--- src/rtl/interval_timer_ch.sv ---
module interval_timer_ch (
  input  logic       clk,
  input  logic       rst_n,
  input  logic       tick,
  input  logic       wr_ctrl,
  input  logic       wr_data,
  input  logic [7:0] wdata,
  output logic       out_pulse
);

  localparam int DIGITS = 4;

  logic        cfg_ok, bcd_q, sq_q, ptr_q, pend_q, run_q, phase_q, stretch_q;
  logic [1:0]  acc_q;
  logic [7:0]  lo_q;
  logic [15:0] reload_q, cnt_q, new_reload;

  function automatic logic [15:0] dec1(input logic [15:0] x, input logic bcd);
    logic [15:0] r;
    logic br;
    r  = x;
    br = 1'b1;
    if (!bcd) return x - 16'd1;
    for (int i = 0; i < DIGITS; i++) begin
      if (br) begin
        if (r[i*4 +: 4] == 4'd0) r[i*4 +: 4] = 4'd9;
        else begin
          r[i*4 +: 4] = r[i*4 +: 4] - 4'd1;
          br = 1'b0;
        end
      end
    end
    return r;
  endfunction

  function automatic logic bcd_ok(input logic [15:0] x);
    logic ok;
    ok = 1'b1;
    for (int i = 0; i < DIGITS; i++)
      if (x[i*4 +: 4] > 4'd9) ok = 1'b0;
    return ok;
  endfunction

  wire ctrl_ok = wr_ctrl && (wdata[7:6] == 2'b00) && (wdata[5:4] != 2'b00)
                 && (wdata[3:2] == 2'b01);
  wire [15:0] even_rl = {reload_q[15:1], 1'b0};
  wire [15:0] cnt_m1  = dec1(cnt_q, bcd_q);
  wire [15:0] cnt_m2  = dec1(cnt_m1, bcd_q);

  always_comb begin
    case (acc_q)
      2'b01:   new_reload = {8'h00, wdata};
      2'b10:   new_reload = {wdata, 8'h00};
      default: new_reload = {wdata, lo_q};
    endcase
  end

  assign out_pulse = !run_q || (sq_q ? phase_q : (cnt_q != 16'd1));

  always_ff @(posedge clk) begin
    if (!rst_n) begin
      cfg_ok    <= 1'b0;
      bcd_q     <= 1'b0;
      sq_q      <= 1'b0;
      acc_q     <= 2'b00;
      ptr_q     <= 1'b0;
      pend_q    <= 1'b0;
      run_q     <= 1'b0;
      phase_q   <= 1'b1;
      stretch_q <= 1'b0;
      lo_q      <= 8'h00;
      reload_q  <= 16'h0000;
      cnt_q     <= 16'h0000;
    end else if (ctrl_ok) begin
      cfg_ok <= 1'b1;
      bcd_q  <= wdata[0];
      sq_q   <= wdata[1];
      acc_q  <= wdata[5:4];
      ptr_q  <= 1'b0;
      pend_q <= 1'b0;
      run_q  <= 1'b0;
    end else begin
      if (tick && pend_q) begin
        run_q     <= 1'b1;
        pend_q    <= 1'b0;
        phase_q   <= 1'b1;
        stretch_q <= 1'b0;
        cnt_q     <= sq_q ? even_rl : reload_q;
      end else if (tick && run_q) begin
        if (!sq_q) begin
          cnt_q <= (cnt_q == 16'd1) ? reload_q : cnt_m1;
        end else if (cnt_q == 16'd2) begin
          if (phase_q && reload_q[0] && !stretch_q) stretch_q <= 1'b1;
          else begin
            stretch_q <= 1'b0;
            phase_q   <= !phase_q;
            cnt_q     <= even_rl;
          end
        end else begin
          cnt_q <= cnt_m2;
        end
      end
      if (wr_data && cfg_ok) begin
        if (acc_q == 2'b11 && !ptr_q) begin
          lo_q  <= wdata;
          ptr_q <= 1'b1;
        end else begin
          reload_q <= new_reload;
          ptr_q    <= 1'b0;
          pend_q   <= 1'b1;
        end
      end
    end
  end


  cnt_hold_chk: assert property (@(posedge clk) disable iff (!rst_n)
    (run_q && !tick && !wr_ctrl) |=> $stable(cnt_q));


  low_one_tick_chk: assert property (@(posedge clk) disable iff (!rst_n)
    (run_q && !sq_q && !out_pulse && tick && !pend_q && !wr_ctrl && reload_q != 16'd1)
    |=> out_pulse);


  start_chk: assert property (@(posedge clk) disable iff (!rst_n)
    (pend_q && tick && !wr_ctrl && reload_q != 16'd1) |=> (run_q && out_pulse));


  ctrl_stop_chk: assert property (@(posedge clk) disable iff (!rst_n)
    ctrl_ok |=> (!run_q && out_pulse && !pend_q));


  bcd_digit_chk: assert property (@(posedge clk) disable iff (!rst_n)
    (run_q && bcd_q && bcd_ok(cnt_q) && bcd_ok(reload_q) && !wr_ctrl && !wr_data)
    |=> bcd_ok(cnt_q));


  other_chan_chk: assert property (@(posedge clk) disable iff (!rst_n)
    (wr_ctrl && wdata[7:6] != 2'b00 && !wr_data && !tick)
    |=> ($stable(cnt_q) && $stable(run_q) && $stable({bcd_q, sq_q, acc_q})));

endmodule

--- config.mk ---
export PLATFORM = sky130hd
export DESIGN_NAME = interval_timer_ch
export DESIGN_NICKNAME = d
export VERILOG_FILES = /design/src/rtl/interval_timer_ch.sv
export SDC_FILE = /design/constraint.sdc
export NUM_CORES = 1
export LEC_CHECK = 0
export BUFFER_PORTS_ARGS = -buffer_cell sky130_fd_sc_hd__buf_4
export CAP_MARGIN = 10
export CELL_PAD_IN_SITES_DETAIL_PLACEMENT = 1
export CELL_PAD_IN_SITES_GLOBAL_PLACEMENT = 1
export CORE_MARGIN = 2
export CORE_UTILIZATION = 42
export DETAILED_ROUTE_END_ITERATION = 8
export PLACE_DENSITY_LB_ADDON = 0.1
export SLEW_MARGIN = 20
export SYNTH_ARGS = -nofsm -noshare
export SYNTH_HDL_FRONTEND = slang
export SYNTH_SLANG_ARGS = --single-unit
--- constraint.sdc ---
create_clock -name clk -period 3.26 [get_ports clk]
set_clock_uncertainty 0.1 [all_clocks]
set_input_delay 0.163 -clock clk [delete_from_list [all_inputs] [get_ports clk]]
set_output_delay 0.163 -clock clk [all_outputs]
set_load 0.01 [all_outputs]
==> impl_metrics.csv <==
group,metric,value,unit
die,boundaryPins,14,
grt,number_of_antenna_violations_at_the_first_check_in_global_routing,0,
cells_and_area,multi_input_comb_area,0.002626,mm²
pwr,netSwitchingFraction,29.62,%
setup_path,critical_path.cell_chain,"inv_1 > ha_2 > or3b_1 > o21ai_2 > nand4_2 > or3_4 > a2111oi_4 > xor2_1 > o2111ai_1 > and3_1",
die,core_area,0.008763,mm²
cells_and_area,layout-drive-gt1-share,17.72,%
setup_path,setup.worst_path.class,"reg -> reg",
timing,fin_setup_tns,0,ns
setup_path,cp-start-kind,"flop",
timing,achievable-frequency,321.5,MHz
pwr,power.density,279.0,mW/mm²
cells_and_area,synth_to_final_area_change,11.65,%
timing,slew_violations,0,
cts,cts-buffers-inserted,5,
die,die-height,99.14,µm
timing,unrepaired_setup_endpoints_after_global_routing,"no",
cts,numClockSinks,50,
timing,tightest_slew,0.9276,ns
yosys,yosysTopAreaCell,"sky130_fd_sc_hd__dfxtp_1",
grt,grt_first_pass_wirelength,21510,µm
drt,post-route-drc-count,0,
yosys,synth_sequential_area_ratio,26.33,%
setup_path,timing.reg2reg.worst_path_depth,10,
setup_path,critical_path.startpoint,"cnt_q[1]$_SDFFE_PN0P_",
grt,grt_use_total,27.98,%
flow_run,cap_violations,0,
place,hpwlAfterDp,10300,µm
yosys,synth_cell_types,79,
cts,cts_hold_buf,0,
cells_and_area,finish.cell_count_without_fillers,616,
yosys,ys_ff_latch,50,
die,overall_die_area,0.009828,mm²
setup_path,regToRegSetupSlack,0.15,ns
cells_and_area,register_area,0.001002,mm²
setup_path,rr_startpoint,"cnt_q[1]$_SDFFE_PN0P_",
timing,slew-limit-headroom,38.16,%
yosys,synth_cells,485,
drt,wl,13070,µm
cts,clk_pin_slew_worst_paths,0.11,ns
drt,avgViaCountPerCell,6.226,
yosys,yosys.area.top_type_share,26.33,%
drt,detailroute.via_count,3835,
drt,postRouteAntennaNets,0,
grt,overflow,0,
pwr,cellInternalPower,833.4,µW
drt,avgRoutedWirePerCell,21.22,µm
yosys,async_flop_share,0,%
cts,clock_latency,0.31,ns
setup_path,critical_path_required,3.38,ns
setup_path,cpPeakStageDelay,0.51,ns
timing,finalWorstPathRequiredPeriod,3.111,ns
cells_and_area,antennaDiodeCount,0,
yosys,yosysWarnings,0,
pwr,switching_power,350.7,µW
setup_path,critPathCaptureType,"flop",
timing,final-hold-violation-count,0,
timing,final-setup-viol-count,0,
yosys,synth.avg_cell_area,7.837,µm²
cts,cts_root_buffer_type,"sky130_fd_sc_hd__clkbuf_8",
cells_and_area,nNetsFinal,529,
cts,cts_tree,"done",
die,floorplan.die.width,99.14,µm
place,gpl.final_weighted_congestion,0.9410,
pwr,pnr_total_power,1.184,mW
cts,cts-root-to-sink-buffers,2,
pwr,power.share.sequential,52.4,%
place,port_buffers,13,
pwr,peakVddDrop,0.0001717,V
setup_path,worst_ep_arrival_time,3.23,ns
cts,htreeDepth,2,
yosys,syn_nets,506,
hold_path,min-delay-path-class,"in -> reg",
pwr,leakagePower,1.676,nW
pwr,power.clock.fraction,33.4,%
die,placement_rows,34,
place,placed_cells_incl_taps,608,
run_status,status,"complete, no violations",
setup_path,regToRegEndpoint,"cnt_q[11]$_SDFFE_PN0P_",
grt,first_global_vias,4016,
grt,maximum_number_of_pins_on_one_net_before_global_route_repair,49,
yosys,synth.top_cells.by_area,"sky130_fd_sc_hd__dfxtp_1 26%, sky130_fd_sc_hd__nand2_1 7.2%, sky130_fd_sc_hd__o211ai_1 3.6%, sky130_fd_sc_hd__nor2_1 3.4%, sky130_fd_sc_hd__xnor2_1 3.2%",
cells_and_area,fill_cells,1108,
pwr,power.combinational.fraction,14.3,%
yosys,netlist_area,0.003801,mm²
yosys,count_of_flip_flops_with_a_built_in_enable_after_synthesis,0,
setup_path,cp_slowest_cell,"sky130_fd_sc_hd__or3b_1",
yosys,synth_flop_cell,"sky130_fd_sc_hd__dfxtp_1",
setup_path,worst-path-max-fanout,10,
setup_path,crit_path_end,"cnt_q[11]$_SDFFE_PN0P_",
timing,post_route_fraction_of_the_period_consumed_by_the_critical_path,95.43,%
drt,first_pass_iters,5,
die,floorplan.initialDensity,43.38,%
drt,dr_iter_0_viols,215,
-- cell usage in the layout, fill, tap and decap left out, types with 4 or more instances in the layout --
cell type,synthesis,routed
sky130_fd_sc_hd__nand2_1,73,73
sky130_fd_sc_hd__nand2b_1,4,4
sky130_fd_sc_hd__ha_1,8,7
sky130_fd_sc_hd__xnor2_1,14,14
sky130_fd_sc_hd__a21oi_1,24,23
sky130_fd_sc_hd__and3_1,5,5
sky130_fd_sc_hd__nand3_1,23,23
sky130_fd_sc_hd__o21ai_0,22,22
sky130_fd_sc_hd__nor2b_1,9,9
sky130_fd_sc_hd__o211a_1,11,11
sky130_fd_sc_hd__mux2i_1,7,7
sky130_fd_sc_hd__a31oi_1,12,12
sky130_fd_sc_hd__o211ai_1,18,18
sky130_fd_sc_hd__dfxtp_1,50,49
sky130_fd_sc_hd__buf_4,3,48
sky130_fd_sc_hd__inv_1,8,8
sky130_fd_sc_hd__xor2_1,4,4
sky130_fd_sc_hd__nor3_1,17,16
sky130_fd_sc_hd__nor2_1,34,33
sky130_fd_sc_hd__a22oi_1,6,6
sky130_fd_sc_hd__a21boi_0,15,15
sky130_fd_sc_hd__clkbuf_8,0,5
sky130_fd_sc_hd__o22ai_1,5,5
sky130_fd_sc_hd__or3_1,4,4
-- Yosys cell counts, types with 4 or more instances --
cell type and instances:
sky130_fd_sc_hd__nand2b_1 4, sky130_fd_sc_hd__inv_1 8, sky130_fd_sc_hd__o2111ai_1 4, sky130_fd_sc_hd__a22oi_1 6, sky130_fd_sc_hd__o21ai_0 22, sky130_fd_sc_hd__nor2_1 34, sky130_fd_sc_hd__a21oi_1 24, sky130_fd_sc_hd__and3_1 5
sky130_fd_sc_hd__xnor2_1 14, sky130_fd_sc_hd__buf_6 4, sky130_fd_sc_hd__buf_2 4, sky130_fd_sc_hd__o211ai_1 18, sky130_fd_sc_hd__a21boi_0 15, sky130_fd_sc_hd__mux2i_1 7, sky130_fd_sc_hd__dfxtp_1 50, sky130_fd_sc_hd__or3_1 4
sky130_fd_sc_hd__ha_1 8, sky130_fd_sc_hd__a31oi_1 12, sky130_fd_sc_hd__nor3_1 17, sky130_fd_sc_hd__nand2_1 73, sky130_fd_sc_hd__clkbuf_1 18, sky130_fd_sc_hd__o211a_1 11, sky130_fd_sc_hd__nand3_1 23, sky130_fd_sc_hd__o22ai_1 5
sky130_fd_sc_hd__nor2b_1 9, sky130_fd_sc_hd__xor2_1 4
-- worst min path at each step --
stage	start	to	depth (start not counted)	slack [ns]
2_1_floorplan	wdata[5]	acc_q[1]$_SDFFE_PN0P_	2	0.21
3_3_place_gp	wdata[3]	lo_q[3]$_SDFFE_PN0P_	3	0.35
3_5_place_dp	wdata[6]	lo_q[6]$_SDFFE_PN0P_	3	0.37
4_1_cts	wdata[6]	lo_q[6]$_SDFFE_PN0P_	3	0.02
5_1_grt	wdata[1]	sq_q$_SDFFE_PN0P_	3	0.04
6_report	wdata[6]	lo_q[6]$_SDFFE_PN0P_	3	0.03
-- area by class of cell --
| cell class | instances | share of cell area (%) |
|---|---|---|
| tap | 108 | 3.184 |
| timing repair buffer | 48 | 8.491 |
| sequential | 50 | 23.61 |
| inverter | 9 | 0.7960 |
| clock buffer | 5 | 1.621 |
| clock inverter | 2 | 0.4127 |
| multi-input combinational | 394 | 61.88 |
-- repair_timing --
action	4_1_cts	5_1_grt
resized for setup	0	5
setup buffers	0	1
setup endpoints to repair	0	8
-- flip-flops by register name, indices dropped and copies added, names as in the netlist --
register   flops
lo_q           8
stretch_q      1
cfg_ok         1
acc_q          2
ptr_q          1
bcd_q          1
cnt_q         16
phase_q        1
pend_q         1
reload_q      16
run_q          1
sq_q           1
-- kinds of logic after synthesis --
kind of cell,after synthesis,share of synthesized area [%]
mux,8,2.140
compound gates,160,32.06
simple gates,199,26.99
fa+ha+maj,8,2.633
buf+inv,41,5.266
flops,50,26.33
xor+xnor,19,4.575
-- routing by layer --
layer / part of all wire (%) / routed length [µm] / vias to the layer above / global-route usage [%]
met2: 49 / 6401 / 89 / 48.49
li1: - / - / 1848 / -
met5: 0 / 0 / - / 0
met3: 4.2 / 543 / 25 / 4.498
met4: 2.8 / 361 / 0 / 9.589
met1: 44 / 5768 / 1873 / 35.34
-- critical path: cells and delay by family (launching register included) --
| kind | cells | cell delay, ns |
|---|---|---|
| AO/OA/AOI/OAI | 3 | 0.53 |
| XOR/XNOR | 1 | 0.20 |
| adder cells (fa/ha/maj) | 1 | 0.30 |
| buffers and inverters | 1 | 0.13 |
| flip-flops | 1 | 0.37 |
| AND/OR/NAND/NOR | 4 | 1.37 |
-- through the flow --
step	instance area (µm²)	utilization (%)	setup WS [ns]	hold slack, ns
final	4244	48.43	0.1491	0.02886
after global routing	4244	48.43	0.02196	0.04092
after CTS	4218	48.13	0.06400	0.02135
after detailed placement	4131	47.14	0.08949	0.3676
after global placement	4131	47.14	0.1830	0.3485
after floorplan	3801	-	0.3024	0.2079
-- power groups by stage --
stage               clock network [mW]  logic (mW)  registers (mW)
CTS                              0.404       0.166           0.620
global route                     0.424       0.185           0.621
global placement                     0       0.165           0.634
finish                           0.395       0.169           0.620
detailed placement                   0       0.165           0.634
floorplan                            0       0.110           0.632
Note: power is estimated with default switching activity, not from simulation.
